### config.mk
export PLATFORM = sky130hd
export DESIGN_NAME = cfgw_bank
export DESIGN_NICKNAME = d
export VERILOG_FILES = /design/src/rtl/cfgw_pkg.sv /design/src/rtl/cfgw_base_reg.sv /design/src/rtl/cfgw_decode.sv /design/src/rtl/cfgw_bank.sv
export SDC_FILE = /design/constraint.sdc
export NUM_CORES = 1
export LEC_CHECK = 0
export ABC_AREA = 1
export BUFFER_PORTS_ARGS = -buffer_cell sky130_fd_sc_hd__buf_2
export CORE_MARGIN = 2
export CORE_UTILIZATION = 49
export DETAILED_ROUTE_END_ITERATION = 6
export GPL_ROUTABILITY_DRIVEN = 0
export HOLD_SLACK_MARGIN = 0.03
export PLACE_DENSITY = 0.92
export SLEW_MARGIN = 20
export SYNTH_ARGS = -nofsm -noshare
export SYNTH_HDL_FRONTEND = slang
export SYNTH_SLANG_ARGS = --single-unit
### constraint.sdc
create_clock -name clk -period 1.45 [get_ports clk]
set_input_delay 0.145 -clock clk [delete_from_list [all_inputs] [get_ports clk]]
set_output_delay 0.145 -clock clk [all_outputs]
set_load 0.02 [all_outputs]
### src/rtl/cfgw_pkg.sv
// Package: shared constants for the configuration base-register bank.
// Assumes a fixed count of three windows laid out on consecutive dwords.
package cfgw_pkg;
    localparam int unsigned NWIN      = 3;
    localparam int unsigned IDXW      = 2;
    localparam int unsigned DWAW      = 6;
    localparam int unsigned BAR_DW0   = 4;   // first base register dword
    localparam int unsigned SELFTEST_DW = 3; // dword holding self-test byte

    typedef logic [31:0] word_t;

    // Writable mask for a window of 2**log2 bytes.
    function automatic word_t size_mask(input int unsigned log2);
        return ~((32'd1 << log2) - 32'd1);
    endfunction
endpackage

### src/rtl/cfgw_base_reg.sv
// Module: one base address register.
// Holds the writable upper bits of a window base and presents the fixed
// low bits (space indicator, placement, prefetch) on reads.
// Assumes SIZE_LOG2 is at least 4 for memory windows and 2 for I/O windows, and below 32.
module cfgw_base_reg
    import cfgw_pkg::*;
#(
    parameter bit          IS_IO     = 1'b0,
    parameter int unsigned SIZE_LOG2 = 12,
    parameter logic [1:0]  PLACE     = 2'b00,
    parameter bit          PREFETCH  = 1'b0
) (
    input  logic        clk,
    input  logic        rst_n,
    input  logic        wr_sel,
    input  logic [3:0]  be,
    input  logic [31:0] wdata,
    output logic [31:0] rd_value,
    output logic [31:0] base_q,
    output logic [31:0] mask
);
    localparam word_t WMASK = size_mask(SIZE_LOG2);
    localparam word_t FIXED = IS_IO ? 32'h0000_0001
                                    : {28'd0, PREFETCH, PLACE, 1'b0};

    // Parameter sanity: minimum window size per address space.
    initial begin
        assert (SIZE_LOG2 >= (IS_IO ? 2 : 4) && SIZE_LOG2 < 32)
            else $error("cfgw_base_reg: illegal window size");
    end

    // Per-lane update of writable bits; reset clears the base.
    always_ff @(posedge clk) begin
        if (!rst_n) begin
            base_q <= '0;
        end else if (wr_sel) begin
            for (int b = 0; b < 4; b++) begin
                if (be[b]) begin
                    base_q[8*b +: 8] <= wdata[8*b +: 8] & WMASK[8*b +: 8];
                end
            end
        end
    end

    // Read value merges programmed base and hard-wired low bits.
    assign rd_value = base_q | FIXED;
    assign mask     = WMASK;

    AST_BASE_HOLD: assert property (@(posedge clk) disable iff (!rst_n)
        !wr_sel |=> $stable(base_q));
    AST_LANE0_GATED: assert property (@(posedge clk) disable iff (!rst_n)
        (wr_sel && !be[0]) |=> base_q[7:0] == $past(base_q[7:0]));
    AST_LANE3_GATED: assert property (@(posedge clk) disable iff (!rst_n)
        (wr_sel && !be[3]) |=> base_q[31:24] == $past(base_q[31:24]));
    AST_RESET_CLEAR: assert property (@(posedge clk)
        !rst_n |=> base_q == 32'd0);
    AST_LOW_BITS_ZERO: assert property (@(posedge clk) disable iff (!rst_n)
        wr_sel |=> (rd_value & ~WMASK) == FIXED);
endmodule

### src/rtl/cfgw_decode.sv
// Module: address decoder for the window bank.
// Compares each address against the windows of its own space and returns a
// lowest-index-wins one-hot vector plus its index. Assumes bases are
// already masked to their writable bits.
module cfgw_decode
    import cfgw_pkg::*;
#(
    parameter int unsigned     N     = NWIN,
    parameter int unsigned     IW    = IDXW,
    parameter logic [N-1:0]    IS_IO = '0
) (
    input  logic                clk,
    input  logic                rst_n,
    input  logic                mem_en,
    input  logic [31:0]         mem_addr,
    input  logic                io_en,
    input  logic [31:0]         io_addr,
    input  logic [N-1:0][31:0]  bases,
    input  logic [N-1:0][31:0]  masks,
    output logic [N-1:0]        mem_hit_vec,
    output logic [IW-1:0]       mem_win,
    output logic [N-1:0]        io_hit_vec,
    output logic [IW-1:0]       io_win
);
    logic [N-1:0] mem_raw, io_raw;

    // Per-window comparators, one set per address space.
    for (genvar i = 0; i < N; i++) begin : g_cmp
        if (IS_IO[i]) begin : g_io
            assign io_raw[i]  = io_en && ((io_addr & masks[i]) == bases[i]);
            assign mem_raw[i] = 1'b0;
        end else begin : g_mem
            assign mem_raw[i] = mem_en && ((mem_addr & masks[i]) == bases[i]);
            assign io_raw[i]  = 1'b0;
        end
    end

    // Lowest set bit wins on overlap.
    assign mem_hit_vec = mem_raw & ~(mem_raw - N'(1));
    assign io_hit_vec  = io_raw  & ~(io_raw  - N'(1));

    // Encode winning windows to indices.
    always_comb begin
        mem_win = '0;
        io_win  = '0;
        for (int i = N - 1; i >= 0; i--) begin
            if (mem_hit_vec[i]) mem_win = IW'(i);
            if (io_hit_vec[i])  io_win  = IW'(i);
        end
    end

    AST_MEM_ONEHOT: assert property (@(posedge clk) disable iff (!rst_n)
        $onehot0(mem_hit_vec));
    AST_IO_ONEHOT: assert property (@(posedge clk) disable iff (!rst_n)
        $onehot0(io_hit_vec));
    AST_SPACE_SPLIT: assert property (@(posedge clk) disable iff (!rst_n)
        ((mem_hit_vec & IS_IO) == '0) && ((io_hit_vec & ~IS_IO) == '0));
    AST_MEM_GATED: assert property (@(posedge clk) disable iff (!rst_n)
        !mem_en |-> mem_hit_vec == '0);
    AST_IO_GATED: assert property (@(posedge clk) disable iff (!rst_n)
        !io_en |-> io_hit_vec == '0);
endmodule

### src/rtl/cfgw_bank.sv
// Module: top of the configuration base-register bank.
// Routes configuration writes to three base registers, muxes read data
// (self-test byte and unmapped dwords read zero) and decodes addresses.
// Assumes configuration reads are combinational on cfg_dw_addr.
module cfgw_bank
    import cfgw_pkg::*;
#(
    parameter int unsigned CSR_MEM_LOG2  = 12,
    parameter int unsigned CSR_IO_LOG2   = 5,
    parameter int unsigned FLASH_LOG2    = 20,
    parameter logic [1:0]  CSR_PLACE     = 2'b00,
    parameter bit          CSR_PREFETCH  = 1'b0,
    parameter logic [1:0]  FLASH_PLACE   = 2'b00,
    parameter bit          FLASH_PREFETCH = 1'b1
) (
    input  logic        clk,
    input  logic        rst_n,
    input  logic        cfg_wr,
    input  logic [5:0]  cfg_dw_addr,
    input  logic [3:0]  cfg_be,
    input  logic [31:0] cfg_wdata,
    output logic [31:0] cfg_rdata,
    input  logic        mem_en,
    input  logic [31:0] mem_addr,
    input  logic        io_en,
    input  logic [31:0] io_addr,
    output logic [2:0]  mem_hit_vec,
    output logic [1:0]  mem_win,
    output logic [2:0]  io_hit_vec,
    output logic [1:0]  io_win
);
    localparam logic [NWIN-1:0] WIN_IS_IO = 3'b010;
    localparam int unsigned WLOG2 [NWIN] = '{CSR_MEM_LOG2, CSR_IO_LOG2, FLASH_LOG2};
    localparam logic [1:0]  WPLACE [NWIN] = '{CSR_PLACE, 2'b00, FLASH_PLACE};
    localparam bit          WPF    [NWIN] = '{CSR_PREFETCH, 1'b0, FLASH_PREFETCH};

    logic [NWIN-1:0][31:0] rd_vals, bases, masks;
    logic [NWIN-1:0]       wr_sel;

    // One base register per window, variant chosen by parameters.
    for (genvar i = 0; i < NWIN; i++) begin : g_win
        assign wr_sel[i] = cfg_wr && (cfg_dw_addr == DWAW'(BAR_DW0 + i));
        cfgw_base_reg #(
            .IS_IO    (WIN_IS_IO[i]),
            .SIZE_LOG2(WLOG2[i]),
            .PLACE    (WPLACE[i]),
            .PREFETCH (WPF[i])
        ) reg_i (
            .clk     (clk),
            .rst_n   (rst_n),
            .wr_sel  (wr_sel[i]),
            .be      (cfg_be),
            .wdata   (cfg_wdata),
            .rd_value(rd_vals[i]),
            .base_q  (bases[i]),
            .mask    (masks[i])
        );
    end

    // Read mux: base registers at their dwords, zero elsewhere.
    always_comb begin
        cfg_rdata = '0;
        for (int i = 0; i < NWIN; i++) begin
            if (cfg_dw_addr == DWAW'(BAR_DW0 + i)) cfg_rdata = rd_vals[i];
        end
    end

    cfgw_decode #(
        .N    (NWIN),
        .IW   (IDXW),
        .IS_IO(WIN_IS_IO)
    ) dec_i (
        .clk        (clk),
        .rst_n      (rst_n),
        .mem_en     (mem_en),
        .mem_addr   (mem_addr),
        .io_en      (io_en),
        .io_addr    (io_addr),
        .bases      (bases),
        .masks      (masks),
        .mem_hit_vec(mem_hit_vec),
        .mem_win    (mem_win),
        .io_hit_vec (io_hit_vec),
        .io_win     (io_win)
    );

    AST_SELFTEST_ZERO: assert property (@(posedge clk) disable iff (!rst_n)
        (cfg_dw_addr == DWAW'(SELFTEST_DW)) |-> cfg_rdata == 32'd0);
    AST_IO_LOW_BITS: assert property (@(posedge clk) disable iff (!rst_n)
        (cfg_dw_addr == DWAW'(BAR_DW0 + 1)) |-> cfg_rdata[1:0] == 2'b01);
    AST_MEM_BIT0: assert property (@(posedge clk) disable iff (!rst_n)
        (cfg_dw_addr == DWAW'(BAR_DW0)) |-> cfg_rdata[0] == 1'b0);
endmodule

; ---- Word-level counts from Yosys, hierarchy flattened
; Index checks and enable logic that the tools add are counted.
[totals]
reg_bits = 59
output_inout_bits = 42
elab_cells = 45
[classes]
n_addsub = 2
eq_ne = 6
muxes = 9
bitwise = 4
reduce_logical = 15
[op_table]
columns = op, n
row1 = two-way mux 32 bit, 3
row2 = == test 27 bit, 1
row3 = == test 20 bit, 1
row4 = == test 6 x 3 -> 1 bit (second input constant), 3
row5 = AND reduction 2 bit, 9
row6 = == test 12 bit, 1
row7 = two-way mux 2 bit, 6
row8 = logical AND 1 bit, 6
row9 = inverter 3 bit, 2
row10 = bitwise AND 2 x 3 -> 3 bit, 1
row11 = bitwise AND 3 bit, 1
row12 = subtractor 2 x 1 -> 3 bit (second input constant), 1
row13 = subtractor 3 x 1 -> 3 bit (second input constant), 1

; ---- Logic depth before layout (Yosys ltp)
; Gate-level depths: netlist of run 1.
[logic_depth]
depth_word = 8
depth_mapped = 10
depth_no_buf = 9

; ---- Modules after synthesis
; A second synthesis of run 1 with hierarchy kept.
[unflattened]
cells_unflattened = 1183
hier_area_um2 = 6910.4
[modules_own_cells]
columns = mod, instances, cells_per_inst, area_per_inst_um2, seq_area_each_um2
row1 = cfgw_decode, 1, 403, 1835.5, 0.0
row2 = cfgw_base_reg at g_win[1].reg_i, 1, 243, 1630.3, 540.5
row3 = cfgw_base_reg at g_win[0].reg_i, 1, 205, 1391.3, 400.4
row4 = cfgw_base_reg at g_win[2].reg_i, 1, 162, 1134.8, 240.2
row5 = cfgw_bank, 1, 170, 918.4, 0.0

; ---- Least setup slack after synthesis of run 1
; No wires, ideal clock.
[synth_path]
kind = reg-to-output
start = register g_win[1].reg_i.base_q[5]
end = output port io_win[0]
arrival_ns = 1.296
required_ns = 1.305
slack_ns = 0.009
path_stages_with_launch = 9
path_buffers = 1
path_cell_list = dfxtp_1 -> inv_1 -> nor2_1 -> nor3b_1 -> nand2_1 -> nor2_1 -> nand2_1 -> nor2_1 -> buf_4
[synth_via]
elab_chain_cells = 7
[synth_rtl]
columns = item, line_no
row1 = from (decl), cfgw_base_reg.sv:19  ; output logic [31:0] base_q,
row2 = "from (signal, indexed assignment)", cfgw_base_reg.sv:39  ; base_q[8*b +: 8] <= wdata[8*b +: 8] & WMASK[8*b +: 8];
row3 = == test 27 bit *, cfgw_decode.sv:30  ; assign io_raw[i] = io_en && ((io_addr & masks[i]) == bases[i]);
row4 = logical AND 1 bit *, cfgw_decode.sv:30
row5 = subtractor 2 x 1 -> 3 bit, cfgw_decode.sv:40  ; assign io_hit_vec = io_raw & ~(io_raw - N'(1));
row6 = inverter 3 bit, cfgw_decode.sv:40
row7 = bitwise AND 2 x 3 -> 3 bit *, cfgw_decode.sv:40
row8 = net io_hit_vec[1], cfgw_bank.sv:29  ; output logic [2:0] io_hit_vec,
row9 = two-way mux 2 bit * (2 in a row), cfgw_decode.sv:48  ; if (io_hit_vec[i]) io_win = IW'(i);
row10 = to (decl), cfgw_bank.sv:30  ; output logic [1:0] io_win
; The timed path passes the listed nets; every way through them passes the cells marked *.

; ---- Worst setup path in the final report of run 1
[layout_path]
start = register g_win[0].reg_i.base_q[14]
end = output port mem_hit_vec[2]
[layout_via]
elab_chain_cells = 5
[layout_rtl]
columns = item, line_no
row1 = from (decl), cfgw_base_reg.sv:19
row2 = "from (signal, indexed assignment)", cfgw_base_reg.sv:39
row3 = == test 20 bit, cfgw_decode.sv:33  ; assign mem_raw[i] = mem_en && ((mem_addr & masks[i]) == bases[i]);
row4 = logical AND 1 bit, cfgw_decode.sv:33
row5 = subtractor 3 x 1 -> 3 bit, cfgw_decode.sv:39  ; assign mem_hit_vec = mem_raw & ~(mem_raw - N'(1));
row6 = inverter 3 bit, cfgw_decode.sv:39
row7 = bitwise AND 3 bit, cfgw_decode.sv:39
row8 = to (decl), cfgw_bank.sv:27  ; output logic [2:0] mem_hit_vec,
; Every way passes these cells.

==> impl_metrics.json, run 1 <==
{
  "worst_slack_ps": -236,
  "largest_reg_flops": 59,
  "ys_seq_area_frac": 0.317,
  "finalCriticalPeriod_ps": 1690,
  "ys.warnings.count": 0,
  "grt_max_degree": 25,
  "synth_area_sq_um": 3720,
  "cts_htree_levels": 3,
  "crit_path_top_delay_cell": "dfxtp_2",
  "skew_ps": 0,
  "critPathArrivalTime_ps": 1540,
  "layout-drive-gt1-share": 0.316,
  "pin_count": 153,
  "synth_top_area_frac": 0.317,
  "portBuffers": 122,
  "clockBufferDepth": 2,
  "worst_path_most_repeated_cell": "nand2_1",
  "synth_common_cells": "nand2_1 (191), nor2_1 (144), inv_1 (88)",
  "synth_seq_cells": 59,
  "fillers": 657,
  "slowest_delay_ps": 350,
  "maxSlewViolCount": 0,
  "outcome": "complete, but fails checks",
  "synth.distinct_cells": 29,
  "synthFlopType": "dfxtp_1",
  "die_x_um": 91.1,
  "final-hold-violation-count": 0,
  "failed_checks": "negative setup slack",
  "totalWireLength_um": 12200,
  "async_reset_ff_frac": 0,
  "drtPass1Iterations": 5,
  "yosysTopAreaCell": "dfxtp_1",
  "vias": 4471,
  "setup_viol": 5,
  "clock_latency_ps": 340,
  "whs_ps": 40.0,
  "startpoint_type": "flip-flop",
  "drc_errors": 0,
  "antenna_found_initial": 0,
  "area_growth_pct": 31.2,
  "fmax_mhz": 593,
  "numCtsBuffers": 9,
  "pre_cts_slack_ps": 18.7,
  "path_clk_slew_ps": 70,
  "nets": 875,
  "dp_hpwl_um": 9090,
  "path_max_fanout": 3,
  "synth.area.top_cells": "dfxtp_1 (32%), nand2_1 (19%), nor2_1 (15%)",
  "die_h_um": 91.1,
  "grt_pass1_wl_um": 19200,
  "fp-row-count": 31,
  "grt_pass1_vias": 4175,
  "start_util": 0.510,
  "track_usage": 0.289,
  "vdd_drop_max_v": 0.000606,
  "rsz0062_at_grt": "true",
  "cts-root-buf": "clkbuf_8",
  "holdCritPathClass": "input pin to flip-flop",
  "antenna_cells": 0,
  "syn_inst": 628,
  "first_iter_violations": 423,
  "post_drt_via_cell_ratio": 5.16,
  "grt_overflow": 0,
  "p_leak_uw": 0.00258,
  "post-synth-top-count-cell": "nand2_1",
  "fin_crit_sh": 1.16,
  "synth.avg_cell_area_sq_um": 5.93,
  "cts.sinks": 59,
  "synth_edf_count": 0,
  "die_area_sq_um": 8310,
  "top_register": "g_win.reg_i.base_q",
  "cap_violations": 0,
  "core_area_sq_um": 7290,
  "cp.required_ps": 1310,
  "cts_tree": "yes",
  "top_regs": "g_win.reg_i.base_q: 59 flops",
  "worstSetupPathType": "flip-flop to output pin",
  "finish.utilization": 0.669,
  "powerDensity_nw_per_um2": 739,
  "cp-end-kind": "output pin",
  "route.antenna.remaining_nets": 0,
  "path_cells": "inv_2, nand2_1, nand2_1, nor2_1, nand2_1, nor2_2, nand3_2, nand2_2, inv_2, buf_6",
  "wl_per_cell_um": 14.0
}
-- metal layers --
metal / wire length (um) / GRT usage
met3: 1180 / 0.0705
met4: 418 / 0.124
met1: 4810 / 0.344
met5: 0 / 0
met2: 5750 / 0.496
-- cell usage in the layout (no fill, tap or decap), drive strengths merged --
| master | n |
|---|---|
| o21ai | 40 |
| o211ai | 3 |
| xnor2 | 8 |
| nand3 | 15 |
| buf | 139 |
| nand4 | 3 |
| or2 | 2 |
| dfxtp | 59 |
| dlygate4sd3 | 3 |
| clkbuf | 13 |
| o221ai | 10 |
| a21oi | 8 |
| xor2 | 3 |
| inv | 92 |
| nor3b | 1 |
| nor2 | 151 |
| bufinv | 1 |
| nand2 | 199 |
| o22ai | 9 |
| clkinv | 1 |
| conb | 8 |
-- worst max-delay path: cells and delay by family (launching register included) --
family	cells	cell delay (ps)
buf+inv	3	200
flops	1	350
simple gates	7	640
-- power breakdown --
group	internal (uW)	switching [uW]	leakage, uW	total, uW
combinational	179	260	0.00199	439
sequential	1630	4.80	0.000487	1630
clock	877	658	0.0000995	1530
total	2680	923	0.00258	3600
-- kinds of logic after synthesis --
| family | after synthesis | share of synthesized area |
|---|---|---|
| buffers and inverters | 116 | 0.138 |
| xor gates and xnor gates | 11 | 0.0259 |
| AOI/OAI and AO/OA | 70 | 0.109 |
| other | 1 | 0.00101 |
| DFF | 59 | 0.317 |
| and+or+nand+nor | 371 | 0.409 |
-- path summary, 6_finish.rpt --
check                                          startpoint                         to  slack (ps)  depth (start not counted)
worst max-delay path            g_win[0].reg_i.base_q[14]             mem_hit_vec[2]        -240                         10
worst min-delay path                        cfg_wdata[17]  g_win[1].reg_i.base_q[17]          40                          3
worst max register to register  g_win[1].reg_i.base_q[26]  g_win[1].reg_i.base_q[26]         690                          5
worst min register to register  g_win[0].reg_i.base_q[17]  g_win[0].reg_i.base_q[17]         490                          2
-- per-stage QoR --
step | std cells | total power, uW | TNS (ps) | instance area (sq um)
3_5_place_dp | 842 | 2070 | 0 | 4430
6_report | 867 | 3600 | -1000 | 4880
4_1_cts | 862 | 3580 | -991 | 4730
3_3_place_gp | 842 | 2060 | 0 | 4430
5_1_grt | 867 | 3720 | -1530 | 4880
2_1_floorplan | 635 | 1870 | 0 | 3750
-- layout make-up --
class                      instances  area [sq um]  area share
timing repair buffer             142           857       0.176
inverter                          92           350      0.0718
tap                               99           124      0.0254
multi-input combinational        460          2150       0.440
clock buffer                      13           159      0.0326
sequential                        59          1210       0.248
clock inverter                     2          35.0     0.00718
-- what timing repair did --
item	4_1_cts	5_1_grt
endpoints found under the hold margin	3	0
endpoints found under the setup margin	5	12
hold buffers	3	0
cloned	0	0
setup buffers	2	5
pin swaps	15	22
gates resized for setup	41	52
(Power assumes the default switching activity.)
==> run 2, diff against run 1 <==
--- a/config.mk
+++ b/config.mk
@@ -8,11 +8,11 @@
 export ABC_AREA = 1
 export BUFFER_PORTS_ARGS = -buffer_cell sky130_fd_sc_hd__buf_2
 export CORE_MARGIN = 2
-export CORE_UTILIZATION = 49
+export CORE_UTILIZATION = 45
 export DETAILED_ROUTE_END_ITERATION = 6
 export GPL_ROUTABILITY_DRIVEN = 0
 export HOLD_SLACK_MARGIN = 0.03
-export PLACE_DENSITY = 0.92
+export PLACE_DENSITY = 0.86
 export SLEW_MARGIN = 20
 export SYNTH_ARGS = -nofsm -noshare
 export SYNTH_HDL_FRONTEND = slang
==> run 2 against run 1 <==
Net effect:
- the flow still finishes with violations (negative setup slack)
- first-iteration DRC count is 32% lower
- non-clock buffer count is 3 higher
- final cell count is 1.2% higher
- fmax is 0.38% lower
- via count is 2.8% lower
- setup slack worse by 6.4 ps
- wire length is 1.1% lower
- die area is 8.5% higher
- largest cell class unchanged
==> impl_metrics.json, run 2 (synthesis gave the netlist of run 1 again) <==
{
  "worstHoldStart": "cfg_wdata[6]",
  "top_regs": "g_win.reg_i.base_q: 59 flops",
  "cts_tree": "yes",
  "drc_errors": 0,
  "seq_power_share": 0.440,
  "powerDensity_nw_per_um2": 752,
  "grt_overflow": 0,
  "path_cells": "inv_2, nand2_1, nand2_1, nor2_2, nand2_1, nor2_1, nand3_2, nand2_2, inv_2, buf_6",
  "crit_family": "simple AND/OR/NAND/NOR gates",
  "totalWireLength_um": 12000,
  "cp.buffers_inverters": 3,
  "cts-root-buf": "clkbuf_8",
  "p_int_uw": 2740,
  "clockBufferDepth": 2,
  "holdCritPathClass": "input pin to flip-flop",
  "fmax_mhz": 591,
  "grt_pass1_wl_um": 18800,
  "path_max_fanout": 3,
  "vdd_drop_max_v": 0.000637,
  "die_x_um": 94.9,
  "failed_checks": "negative setup slack",
  "path_clk_slew_ps": 70,
  "area_growth_pct": 32.3,
  "top_register": "g_win.reg_i.base_q",
  "multi_input_area_sq_um": 2130,
  "pin_count": 153,
  "portBuffers": 122,
  "track_usage": 0.275,
  "route.antenna.remaining_nets": 0,
  "die_h_um": 94.9,
  "fp-row-count": 33,
  "first_iter_violations": 289,
  "vias": 4348,
  "layout_commonest_cell": "nand2_1",
  "dp_hpwl_um": 9080,
  "finish.utilization": 0.605,
  "critPathArrivalTime_ps": 1550,
  "whs_path_depth": 3,
  "wl_per_cell_um": 13.7,
  "p_leak_uw": 0.00259,
  "final-hold-violation-count": 0,
  "maxSlewViolCount": 0,
  "final_cell_mix": "nand2_1 (185), nor2_1 (136), buf_2 (114)",
  "antenna_found_initial": 0,
  "drtPass1Iterations": 5,
  "clock_latency_ps": 350,
  "largest_reg_flops": 59,
  "setup_tns_ps": -1050,
  "numCtsBuffers": 9,
  "hold_end": "g_win[1].reg_i.base_q[6]",
  "worstSetupPathType": "flip-flop to output pin",
  "r2r_cells": 5,
  "cp-end-kind": "output pin",
  "finalCriticalPeriod_ps": 1690,
  "cp.required_ps": 1310,
  "rr_endpoint": "g_win[1].reg_i.base_q[28]",
  "grt_max_degree": 24,
  "fin_crit_sh": 1.17,
  "cts.sinks": 59,
  "seq_area_sq_um": 1210,
  "worst_slack_ps": -242,
  "reg2reg_from": "g_win[1].reg_i.base_q[28]",
  "layout-drive-gt1-share": 0.319,
  "core_area_sq_um": 8130,
  "post_drt_via_cell_ratio": 4.96,
  "rsz0062_at_grt": "true",
  "grt_pass1_vias": 4017,
  "skew_ps": 0,
  "worst_path_most_repeated_cell": "nand2_1",
  "slowest_delay_ps": 360,
  "die_area_sq_um": 9010,
  "power.switching_uw": 964,
  "cap_violations": 0,
  "nets": 878,
  "pre_cts_slack_ps": 3.08,
  "comb_power_share": 0.120,
  "clkPwrFrac": 0.440,
  "fillers": 792,
  "power_uw": 3700,
  "start_util": 0.457,
  "crit_path_top_delay_cell": "dfxtp_2",
  "reg2reg_slack_ps": 670,
  "cts_htree_levels": 3,
  "swShare": 0.260,
  "outcome": "complete, but fails checks",
  "startpoint_type": "flip-flop",
  "antenna_cells": 0,
  "setup_viol": 5
}
==> run 2: cell types whose count changed in the layout (fill, tap and decap cells not counted), sizes merged <==
| cell | previous run | this run |
|---|---|---|
| clkinvlp | 0 | 1 |
| clkinv | 1 | 2 |
| clkbuf | 13 | 12 |
| dlygate4sd3 | 3 | 5 |
| buf | 139 | 140 |
==> run 2: per-layer routing <==
metal | global-route usage | part of all wire | vias up
met5 | 0 | 0 | -
met4 | 0.116 | 0.028 | 0
met3 | 0.0774 | 0.10 | 31
met2 | 0.460 | 0.46 | 230
met1 | 0.330 | 0.41 | 1906
li1 | - | - | 2181
==> run 2: worst min-delay path, cell delays in order <==
cell    delay (ps)
buf_2           80
nor2_1          40
nor2_1          90
==> run 2: area by class of cell <==
type,count,area share
clock buffer,12,0.0336
clock inverter,4,0.00966
inverter,92,0.0702
multi-input combinational,460,0.433
sequential,59,0.246
tap,105,0.0267
timing repair buffer,145,0.180
==> run 2: worst max path at each step <==
stage,depth (start not counted),startpoint,endpoint
after floorplan,8,g_win[1].reg_i.base_q[5],io_win[0]
after global placement,9,cfg_dw_addr[3],cfg_rdata[22]
after detailed placement,9,cfg_dw_addr[3],cfg_rdata[22]
after CTS,10,g_win[0].reg_i.base_q[18],mem_win[1]
after global routing,10,g_win[0].reg_i.base_q[26],mem_win[1]
final,10,g_win[0].reg_i.base_q[26],mem_hit_vec[2]
==> run 2: power groups by stage <==
| stage | Clock, uW | Combinational [uW] | Sequential [uW] |
|---|---|---|---|
| after floorplan | 0 | 205 | 1670 |
| after global placement | 0 | 407 | 1670 |
| after detailed placement | 0 | 411 | 1670 |
| after CTS | 1640 | 433 | 1630 |
| after global routing | 1700 | 488 | 1630 |
| final | 1630 | 443 | 1630 |
==> run 2: metrics by stage <==
step                      hold WS, ps  instance area, sq um  instances
after CTS                        34.7                  4870        875
after global placement            371                  4490        854
after global routing             49.2                  4920        877
after floorplan                   280                  3750        635
after detailed placement          373                  4490        854
final                            36.6                  4920        877
==> run 2: timing repair <==
item                                    4_1_cts  5_1_grt
endpoints found under the setup margin        5       15
pin swaps                                    29       17
hold buffers                                  5        0
setup buffers                                 0        2
resized for setup                            65       19
endpoints found under the hold margin         5        0
==> run 3, diff against run 2 <==
==> constraint.sdc (replaced) <==
create_clock -name clk -period 1.45 [get_ports clk]
set_input_delay 0.145 -clock clk [delete_from_list [all_inputs] [get_ports clk]]
set_output_delay 0.145 -clock clk [all_outputs]
set_load 0.05 [all_outputs]
==> run 3 against run 2 <==
Net effect:
- the flow still finishes with violations (negative setup slack)
- die area is the same
- register-to-register slack lost 30 ps
- combinational power grew 8.4%
- via count grew 0.25%
- setup slack lost 93 ps
- sequential share of layout area shrank 1.4 points
- wire length grew 1.1%
- critical path type unchanged
- global-route usage shrank 0.19 points
- total power grew 1.2%
- core utilization grew 3.6 points
- count of clock-buffer cells in the layout is the same
- clock skew is the same
==> impl_metrics.json, run 3 (synthesis gave the netlist of run 1 again) <==
{
  "top_register": "g_win.reg_i.base_q",
  "start_util": 0.457,
  "rsz0062_at_grt": "true",
  "swShare": 0.268,
  "outcome": "complete, but fails checks",
  "critPathArrivalTime_ps": 1640,
  "holdCritPathClass": "input pin to flip-flop",
  "clock_latency_ps": 350,
  "power.switching_uw": 1000,
  "reg2reg_from": "g_win[1].reg_i.base_q[28]",
  "whs_path_depth": 3,
  "path_cells": "inv_2, nand2_2, nand2_2, nor2_2, nand2_1, nor2_1, nand3_2, nand2_2, clkinvlp_4, buf_6",
  "placed_area_sq_um": 4650,
  "top_layer": "met4",
  "track_usage": 0.273,
  "worstHoldStart": "cfg_wdata[17]",
  "crit_path_top_delay_cell": "dfxtp_2",
  "path_max_fanout": 3,
  "comb_power_share": 0.128,
  "vdd_drop_max_v": 0.000444,
  "antenna_found_initial": 0,
  "fillers": 740,
  "cts.sinks": 59,
  "worstSetupPathType": "flip-flop to output pin",
  "cts_htree_levels": 3,
  "cts_tree": "yes",
  "worst_slack_ps": -335,
  "crit_path_start": "g_win[0].reg_i.base_q[24]",
  "pin_count": 153,
  "r2r_cells": 5,
  "vias": 4359,
  "p_leak_uw": 0.00265,
  "cp.buffers_inverters": 3,
  "worst_path_most_repeated_cell": "nand2_2",
  "powerDensity_nw_per_um2": 719,
  "cap_violations": 0,
  "top_regs": "g_win.reg_i.base_q: 59 flops",
  "portBuffers": 122,
  "cp-end-kind": "output pin",
  "layout_commonest_cell": "nand2_1",
  "startpoint_type": "flip-flop",
  "finish.utilization": 0.641,
  "worstSetupPathDepth": 10,
  "met1Wirelength_um": 4770,
  "cp.required_ps": 1310,
  "failed_checks": "negative setup slack",
  "first_iter_violations": 258,
  "slowest_delay_ps": 350,
  "nets": 891,
  "fp-row-count": 33,
  "area_growth_pct": 40.1,
  "crit_family": "simple AND/OR/NAND/NOR gates",
  "route.met3.wl_um": 1130,
  "grt_pass1_vias": 4095,
  "path_clk_slew_ps": 70,
  "post_drt_via_cell_ratio": 4.90,
  "route.antenna.remaining_nets": 0,
  "maxSlewViolCount": 0,
  "die_h_um": 94.9,
  "setup_viol": 5,
  "wl_per_cell_um": 13.7,
  "drtPass1Iterations": 5,
  "grt_overflow": 0,
  "cts-root-buf": "clkbuf_8",
  "skew_ps": 0,
  "clockBufferDepth": 2,
  "grt_pass1_wl_um": 18700,
  "totalWireLength_um": 12200,
  "numCtsBuffers": 9,
  "p_int_uw": 2740,
  "clkPwrFrac": 0.437,
  "met2_length_um": 6010,
  "fmax_mhz": 560,
  "seq_power_share": 0.435,
  "dp_hpwl_um": 9120,
  "final_cell_mix": "nand2_1 (173), nor2_1 (137), buf_2 (99)",
  "final_area_sq_um": 5210,
  "die_area_sq_um": 9010,
  "grt_max_degree": 23,
  "drc_errors": 0,
  "core_area_sq_um": 8130,
  "largest_reg_flops": 59,
  "die_x_um": 94.9,
  "finalCriticalPeriod_ps": 1790,
  "fin_crit_sh": 1.23,
  "final-hold-violation-count": 0,
  "antenna_cells": 0,
  "layout-drive-gt1-share": 0.340
}
[run 3: cell count changes in the layout (fill, tap and decap cells not counted), sizes merged]
cell         delta
buf            +13
clkbuf          +1
clkinvlp        +1
dlygate4sd3     -1
inv             -1
[run 3: repair_timing]
action | in CTS | in global routing
hold buffers | 4 | 0
setup endpoints to repair | 20 | 23
buffers inserted | 2 | 0
hold endpoints to repair | 4 | 0
gates resized for setup | 68 | 50
pin swaps | 10 | 17
[run 3: layout make-up]
type	instances	area [sq um]	share of cell area
Clock buffer	12	165	0.0317
Sequential cell	59	1210	0.232
Tap cell	105	131	0.0252
Inverter	92	364	0.0699
Timing Repair Buffer	158	1070	0.205
Clock inverter	4	47.5	0.00912
Multi-Input combinational cell	460	2230	0.427
[run 3: worst min-delay path, delay by kind of cell]
kind | cells | cell delay, ps
buffers and inverters | 1 | 90
AND/OR/NAND/NOR | 2 | 120
[run 3: per-layer routing]
metal	GRT usage	vias to the layer above
li1	-	2209
met1	0.318	1932
met5	0	-
met3	0.0670	21
met4	0.0990	0
met2	0.484	197
[run 3: power by group through the flow]
| stage | Sequential, uW | Clock (uW) | Combinational (uW) |
|---|---|---|---|
| after floorplan | 1670 | 0 | 241 |
| after global placement | 1670 | 0 | 444 |
| after detailed placement | 1670 | 0 | 447 |
| after CTS | 1630 | 1640 | 462 |
| after global routing | 1630 | 1710 | 528 |
| final | 1630 | 1640 | 480 |
[run 3: stage by stage]
stage	hold WS (ps)	std cells	TNS [ps]	total power, uW	worst slack [ps]
2_1_floorplan	280	635	-4110	1910	-302
3_3_place_gp	369	868	-192	2110	-42.3
3_5_place_dp	376	868	-396	2110	-60.9
4_1_cts	33.4	890	-1430	3730	-329
5_1_grt	41.6	890	-2010	3870	-466
6_report	35.9	890	-1440	3750	-335
[run 3: worst paths after layout]
| kind | endpoint | slack (ps) |
|---|---|---|
| min reg2reg | g_win[2].reg_i.base_q[23] | 490 |
| min | g_win[1].reg_i.base_q[17] | 40 |
| max | mem_hit_vec[2] | -340 |
| max reg2reg | g_win[1].reg_i.base_q[28] | 640 |
